### src/rtl/strap_pkg.sv
package strap_pkg;
  localparam int FS_W  = 3;
  localparam int CFG_W = 8;
  localparam int PAD_W = FS_W + 1;

  // configuration byte field positions
  localparam int CB_HIZ   = 0;
  localparam int CB_SSEN  = 1;
  localparam int CB_SSDN  = 2;
  localparam int CB_OVR   = 3;
  localparam int CB_FS_LO = 4;
  localparam int CB_DEPTH = 7;

  typedef struct packed {
    logic            mode;
    logic [FS_W-1:0] fs;
  } strap_t;

  typedef struct packed {
    logic            hiz;
    logic            ss_en;
    logic            ss_down;
    logic            ss_wide;
    logic [FS_W-1:0] fsel;
  } ctl_t;
endpackage

### src/rtl/por_sync.sv
module por_sync #(
  parameter int STAGES = 2
) (
  input  logic clk,
  input  logic por_n,
  output logic rst_n_sync
);
  logic [STAGES-1:0] sync_q;
  logic [STAGES-1:0] sync_d;

  always_comb begin
    sync_d = {sync_q[STAGES-2:0], 1'b1};
  end

  always_ff @(posedge clk or negedge por_n) begin
    if (!por_n) sync_q <= '0;
    else        sync_q <= sync_d;
  end

  assign rst_n_sync = sync_q[STAGES-1];
endmodule

### src/rtl/strap_capture.sv
module strap_capture
  import strap_pkg::*;
(
  input  logic             clk,
  input  logic             rst_n,
  input  logic [PAD_W-1:0] pad_in,
  output strap_t           strap_q,
  output logic             valid_q
);
  logic   cap_en;
  strap_t strap_d;

  always_comb begin
    cap_en  = ~valid_q;
    strap_d = strap_t'(pad_in);
  end

  always_ff @(posedge clk or negedge rst_n) begin
    if (!rst_n) begin
      strap_q <= '0;
      valid_q <= 1'b0;
    end else if (cap_en) begin
      strap_q <= strap_d;
      valid_q <= 1'b1;
    end
  end
endmodule

### src/rtl/freq_ctl.sv
module freq_ctl
  import strap_pkg::*;
(
  input  logic             clk,
  input  logic             rst_n,
  input  logic             load_en,
  input  logic [CFG_W-1:0] cfg_byte,
  input  strap_t           strap,
  output ctl_t             ctl_q
);
  ctl_t ctl_d;

  always_comb begin
    ctl_d.hiz     = cfg_byte[CB_HIZ];
    ctl_d.ss_en   = cfg_byte[CB_SSEN];
    ctl_d.ss_down = cfg_byte[CB_SSDN];
    ctl_d.ss_wide = cfg_byte[CB_DEPTH];
    ctl_d.fsel    = cfg_byte[CB_OVR] ? cfg_byte[CB_FS_LO +: FS_W] : strap.fs;
  end

  always_ff @(posedge clk or negedge rst_n) begin
    if (!rst_n)       ctl_q <= '0;
    else if (load_en) ctl_q <= ctl_d;
  end
endmodule

### src/rtl/strap_cfg_top.sv
module strap_cfg_top
  import strap_pkg::*;
#(
  parameter int SYNC_STAGES = 2
) (
  input  logic             clk,
  input  logic             por_n,
  input  logic [PAD_W-1:0] pad_in,
  input  logic [CFG_W-1:0] cfg_byte,
  output logic [PAD_W-1:0] strap_oe,
  output logic             ref_oe,
  output logic             stop_in_sel,
  output logic             strap_valid,
  output logic [FS_W-1:0]  strap_fs,
  output logic             strap_mode,
  output logic [FS_W-1:0]  freq_sel,
  output logic             outputs_hiz,
  output logic             ss_en,
  output logic             ss_down,
  output logic             ss_wide
);
  logic   rst_n_sync;
  strap_t strap_q;
  logic   valid_q;
  ctl_t   ctl_q;
  logic   drive_ok;

  por_sync #(.STAGES(SYNC_STAGES)) u_sync (
    .clk        (clk),
    .por_n      (por_n),
    .rst_n_sync (rst_n_sync)
  );

  strap_capture u_cap (
    .clk     (clk),
    .rst_n   (rst_n_sync),
    .pad_in  (pad_in),
    .strap_q (strap_q),
    .valid_q (valid_q)
  );

  freq_ctl u_ctl (
    .clk      (clk),
    .rst_n    (rst_n_sync),
    .load_en  (valid_q),
    .cfg_byte (cfg_byte),
    .strap    (strap_q),
    .ctl_q    (ctl_q)
  );

  assign drive_ok = valid_q & ~ctl_q.hiz;

  for (genvar i = 0; i < PAD_W; i++) begin : g_oe
    assign strap_oe[i] = drive_ok;
  end

  assign ref_oe      = drive_ok & strap_q.mode;
  assign stop_in_sel = valid_q & ~strap_q.mode;
  assign strap_valid = valid_q;
  assign strap_fs    = strap_q.fs;
  assign strap_mode  = strap_q.mode;
  assign freq_sel    = ctl_q.fsel;
  assign outputs_hiz = ctl_q.hiz;
  assign ss_en       = ctl_q.ss_en;
  assign ss_down     = ctl_q.ss_down;
  assign ss_wide     = ctl_q.ss_wide;
endmodule

### config.mk
export PLATFORM = sky130hd
export DESIGN_NAME = strap_cfg_top
export DESIGN_NICKNAME = d
export VERILOG_FILES = /design/src/rtl/strap_pkg.sv /design/src/rtl/por_sync.sv /design/src/rtl/strap_capture.sv /design/src/rtl/freq_ctl.sv /design/src/rtl/strap_cfg_top.sv
export SDC_FILE = /design/constraint.sdc
export NUM_CORES = 1
export LEC_CHECK = 0
export BUFFER_PORTS_ARGS = -buffer_cell sky130_fd_sc_hd__buf_2
export CAP_MARGIN = 25
export CORE_AREA = 2 2 41 43
export CTS_BUF_LIST = sky130_fd_sc_hd__clkbuf_16
export CTS_CLUSTER_DIAMETER = 60
export DETAILED_ROUTE_END_ITERATION = 16
export DIE_AREA = 0 0 43 45
export PLACE_DENSITY = 0.79
export SLEW_MARGIN = 15
export SYNTH_ARGS = -nofsm -noshare
export SYNTH_HDL_FRONTEND = slang
export SYNTH_SLANG_ARGS = --single-unit
### constraint.sdc
create_clock -name clk -period 1 [get_ports clk]
set_input_delay 0.05 -clock clk [delete_from_list [all_inputs] [get_ports clk]]
set_output_delay 0.05 -clock clk [all_outputs]
set_load 0.01 [all_outputs]
==> out/metrics.cfg, run 1 <==
[sta]
hold_ws_ns=0.0388
setup_violations=12
fin_crit_sh=1.18
skew_ns=0.00431
fin_crit_ns=1.18
setup_slack_ns=-0.178
rsz0062_at_grt=yes
max_freq_ghz=0.849
maxSlewViolCount=0
hold_viol_final=0

[synthesis]
synth_top_cell_area_share=0.597
ys_seq_area_frac=0.597
yosys.area.top_type=dfrtp_1
ys_warn_count=0
ys_ff_latch=14
syn_area_per_cell_um2=14.3
syn-cell-area_um2=587
syn-instance-count=41
synth.top_cells.by_area=dfrtp_1, mux2_2, mux2_4
ys_types=12

[worst_setup_path]
start_kind=flip-flop
cp_max_fo=2
worstSetupPathType=flip-flop to output port
crit_path_end_kind=output port
reg2reg_depth=4
critPathRequiredTime_ns=0.95
r2r-end=u_cap.strap_q[3]
ff2ff_setup_slack_ns=-0.12
reg2reg_from=u_cap.valid_q
crit_arrival_ns=1.13

[floorplan]
die_h_um=45
die_w_um=43
die-area_um2=1940
core_area_um2=1470
start_util=0.399
io_pins=32
num_rows=14

[detailed_routing]
viasPerCell=4.61
routedWlPerCell_um=12.3
drt-initial-drc-count=0
num_vias=438
dr.pass1.iters=1
wirelength_mm=1.17
drtAntennaViolNets=0
drc_errors=0

[global_route]
busiest_layer=met2
met1_usage=0.145
grtUsageTotal=0.137
grt_overflow=0
grt_use_met2=0.248
met3_usage=0.0520
antenna_found_initial=0
grt_pass1_vias=448
grt_pass1_wl_mm=1.88
grt_max_degree=13

[clock_network]
cts_num_sinks=14
ctsHtreeMaxLevel=1
cts.clk_slew.worst_paths_ns=0.05
numCtsBuffers=3
cts-root-buf=clkbuf_16
cts_tree=yes
worstSkewPairLatency_ns=0.24
cts_buffer_depth=2

[finish]
final_util=0.617
instances_no_fill=95
area_growth_pct=54.8
n_antenna_cell=0
drive_above_1_share=0.633
fin_nets=94

[hold_path]
worstHoldStart=pad_in[1]
min_path_cells=2
hold_class=input port to flip-flop
min_to=u_cap.strap_q[1]

[pwr]
ir_drop_mv=1.26
finalPower_mw=1.68
pwr_density_cell_nw_per_um2=1850
p_leak_nw=0.472

[place]
gp_congestion=0.689
io_buffers=31
hpwl_um=795
dp_cells=86
place_worst_setup_slack_ns=-0.00847

[job]
cap_violations=0

[outcome]
status=finished with violations
violations=setup timing

[metal layers]
| metal | vias up | wire length (µm) | part of all wire |
|---|---|---|---|
| li1 | 207 | - | - |
| met1 | 210 | 444 | 0.38 |
| met2 | 19 | 625 | 0.54 |
| met3 | 2 | 86 | 0.074 |
| met4 | 0 | 12 | 0.010 |
| met5 | - | 0 | 0 |
[critical path: stages, from the launching register on]
cell,delay [ns]
dfrtp_1,0.38
buf_6,0.12
nor2b_4,0.12
and2_1,0.14
buf_2,0.13
[how the worst max path moves through the flow]
stage / slack [ns] / from / depth (start not counted) / end
2_1_floorplan: -0.08 / u_cap.valid_q / 3 / u_cap.strap_q[0]
3_3_place_gp: 0.02 / u_cap.valid_q / 4 / ref_oe
3_5_place_dp: -0.008 / u_cap.valid_q / 4 / ref_oe
4_1_cts: -0.17 / u_cap.valid_q / 4 / ref_oe
5_1_grt: -0.21 / u_cap.valid_q / 4 / ref_oe
6_report: -0.18 / u_cap.valid_q / 4 / ref_oe
[where the power goes]
part | switching, mW | internal (mW) | leakage (nW)
Sequential | 0.0435 | 0.622 | 0.162
Combinational | 0.110 | 0.162 | 0.272
Clock | 0.214 | 0.527 | 0.0385
[sequential cells by signal, summed over array words and instances, names as in the netlist]
signal	cells
u_cap.strap_q	4
u_cap.valid_q	1
u_ctl.ctl_q	7
u_sync.sync_q	2
[final cells by class]
type / count / area [µm²]
Tap cell: 16 / 20.0
Sequential cell: 14 / 350
Clock buffer: 3 / 75.1
Clock inverter: 1 / 3.75
Multi-Input combinational cell: 22 / 195
Timing Repair Buffer: 39 / 264
Fill cell: 133 / 563
[logic make-up after synthesis]
group                  synth area share
flip-flops                        0.597
other                           0.00639
AND/OR/NAND/NOR                  0.0512
AO/OA/AOI/OAI                    0.0256
buffers and inverters            0.0959
multiplexers                      0.224
[metrics by stage]
stage	setup TNS (ns)	cell area [µm²]
final	-1.34	908
after global routing	-1.78	908
after CTS	-1.23	851
after detailed placement	-0.00847	734
after global placement	0	734
after floorplan	-0.232	593
[synthesized netlist by cell type, drive strengths merged]
cell type / count
mux2: 8
nor2: 3
and2: 1
buf: 6
a21oi: 3
mux2i: 3
nor2b: 2
dfrtp: 14
conb: 1
[what timing repair did]
action,CTS,global route
gates resized for setup,3,8
hold buffers,1,0
hold endpoints to repair,2,0
setup buffers,2,2
pin swaps,1,0
endpoints found under the setup margin,6,13
[placed cells by master (no fill, tap or decap)]
cell type / n
and2_1: 1
buf_4: 3
nor2_1: 3
mux2_2: 4
nor2b_1: 1
a21oi_1: 3
mux2i_1: 3
clkbuf_16: 3
dlygate4sd3_1: 1
buf_2: 26
nor2b_4: 1
mux2_4: 4
buf_6: 9
conb_1: 2
clkinv_1: 1
dfrtp_1: 14
Power figures use the tool's default switching activity.
==> inputs of run 2 (changes only) <==
--- a/config.mk
+++ b/config.mk
@@ -16,4 +16,5 @@
 export SLEW_MARGIN = 15
 export SYNTH_ARGS = -nofsm -noshare
 export SYNTH_HDL_FRONTEND = slang
+export SYNTH_HIERARCHICAL = 1
 export SYNTH_SLANG_ARGS = --single-unit
==> run 2 against run 1 <==
  * The run still ends with setup timing left
  * Cell count is 1.1% lower
  * Routed wire length fell by 0.17%
  * Utilization shrank 1.5 points
  * Synthesized cell count did not move
  * Critical path type is now flip-flop to flip-flop
  * Largest cell class unchanged
==> out/metrics.cfg, run 2 <==
[floorplan]
core_area_um2=1470
num_rows=14
die_w_um=43
start_util=0.395
io_pins=32
die-area_um2=1940
die_h_um=45

[sta]
skew_ns=0.00198
rsz0062_at_grt=yes
fin_crit_sh=1.07
max_freq_ghz=0.933
setup_slack_ns=-0.0713
setup_violations=13
hold_ws_ns=0.0429
fin_crit_ns=1.07
finalSetupTns_ns=-0.515
hold_viol_final=0
maxSlewViolCount=0

[clock_network]
cts-root-buf=clkbuf_16
cts.clk_slew.worst_paths_ns=0.05
numCtsBuffers=3
cts_num_sinks=14
ctsHtreeMaxLevel=1
cts_buffer_depth=2
cts_tree=yes
worstSkewPairLatency_ns=0.24

[detailed_routing]
drt-initial-drc-count=3
viasPerCell=4.50
num_vias=423
drtAntennaViolNets=0
drc_errors=0
routedWlPerCell_um=12.4
wirelength_mm=1.17
dr.pass1.iters=2

[worst_setup_path]
startpoint=u_cap/valid_q
crit_chain=buf_6 -> buf_6 -> mux2_4
crit_path_end_kind=flip-flop
start_kind=flip-flop
crit_arrival_ns=1.19
reg2reg_from=u_cap/valid_q
cpMostUsedCell=buf_6
critPathRequiredTime_ns=1.12
cp_max_fo=6
cp_top_family=flip-flops
slowest_delay_ns=0.43
worstSetupPathType=flip-flop to flip-flop
worst-path-buf-inv=2
slowest_stage=dfrtp_2

[synthesis]
ys_seq_area_frac=0.602
ys_ff_latch=14
async_flop_share=1.00
syn-cell-area_um2=582
synth_edf_count=0
synthFlopType=dfrtp_1
syn-instance-count=41
synth_top_cell_area_share=0.602
ys_warn_count=6
yosys.area.top_type=dfrtp_1
yosysMostFrequentCell=dfrtp_1
ys_types=11
yosys-top-cells-count=dfrtp_1, buf_4, mux2_2, mux2_4
synthesis.nets=55
syn_area_per_cell_um2=14.2
synth.top_cells.by_area=dfrtp_1, mux2_4, mux2_2

[hold_path]
hold_class=input port to flip-flop
worstHoldStart=cfg_byte[1]

[finish]
largest_reg_flops=7
area_growth_pct=52.3
drive_above_1_share=0.667
registers.top_by_ff_count=u_ctl/ctl_q
final_common_cell=buf_2
final_cell_mix=buf_2, dfrtp_1, buf_6
n_antenna_cell=0
final_util=0.602
fin_nets=93
instances_no_fill=94
top_regs=u_ctl/ctl_q x7, u_cap/strap_q x4, u_sync/sync_q x2
design_area_um2=886

[place]
hpwl_um=830
io_buffers=31
place_area_um2=724
dp_cells=84
place_worst_setup_slack_ns=-0.0336
gp_congestion=0.692

[outcome]
violations=setup timing
status=finished with violations

[global_route]
grt_pass1_vias=476
grt_pass1_wl_mm=1.99
grtUsageTotal=0.140
grt_max_degree=13
grt_overflow=0
antenna_found_initial=0

[pwr]
pwr_density_cell_nw_per_um2=1870
switchingPower_mw=0.365
swShare=0.220
p_clk_frac=0.444
ir_drop_mv=1.01
p_leak_nw=0.466
finalPower_mw=1.66
intPower_mw=1.29
power_frac_seq=0.403
combPwrFrac=0.153

[job]
cap_violations=0

[run 2: changes by cell type after synthesis, sizes merged]
cell	before	now
buf	6	5
and2	1	0
and3b	0	1
conb	1	2
[run 2: cell families (layout without fill, tap and decap cells)]
kind of cell	Yosys count	in the layout	synth area share
buf+inv	5	42	0.0710
compound gates	3	3	0.0258
simple gates	6	6	0.0559
mux	11	11	0.232
other cells	2	2	0.0129
flops	14	14	0.602
[run 2: timing repair]
action | 4_1_cts | 5_1_grt
hold buffers | 1 | 0
pin swaps | 0 | 1
endpoints found under the setup margin | 11 | 14
resized for setup | 5 | 4
endpoints found under the hold margin | 2 | 0
buffers inserted | 5 | 0
[run 2: area by class of cell]
type | instances | area, µm²
clock inverters | 1 | 3.75
fillers | 126 | 586
multi-input cells | 22 | 204
repair buffers | 38 | 231
flip-flops and latches | 14 | 352
well taps | 16 | 20.0
clock buffers | 3 | 75.1
[run 2: worst paths after layout]
| check | endpoint | slack (ns) | cells after the start |
|---|---|---|---|
| min in group asynchronous | u_sync/sync_q[1] | 0.12 | 2 |
| max reg2reg | u_ctl/ctl_q[3] | -0.07 | 3 |
| max in group asynchronous | u_cap/valid_q | 0.46 | 0 |
| min reg2reg | u_cap/strap_q[3] | 0.19 | 0 |
| max | u_ctl/ctl_q[3] | -0.07 | 3 |
| min | u_ctl/ctl_q[5] | 0.04 | 2 |
[run 2: layer usage]
layer  GRT usage  share of wire  vias up
li1            -              -      204
met4      0.0727         0.0069        0
met1       0.162           0.39      202
met2       0.233           0.53       15
met3      0.0480          0.065        2
met5           0              0        -
[run 2: power groups by stage]
| stage | logic, mW | registers, mW | clock network (mW) |
|---|---|---|---|
| CTS | 0.248 | 0.667 | 0.757 |
| floorplan | 0.108 | 0.694 | 0 |
| detailed placement | 0.213 | 0.682 | 0 |
| finish | 0.254 | 0.669 | 0.737 |
| global placement | 0.209 | 0.678 | 0 |
| global route | 0.276 | 0.678 | 0.795 |
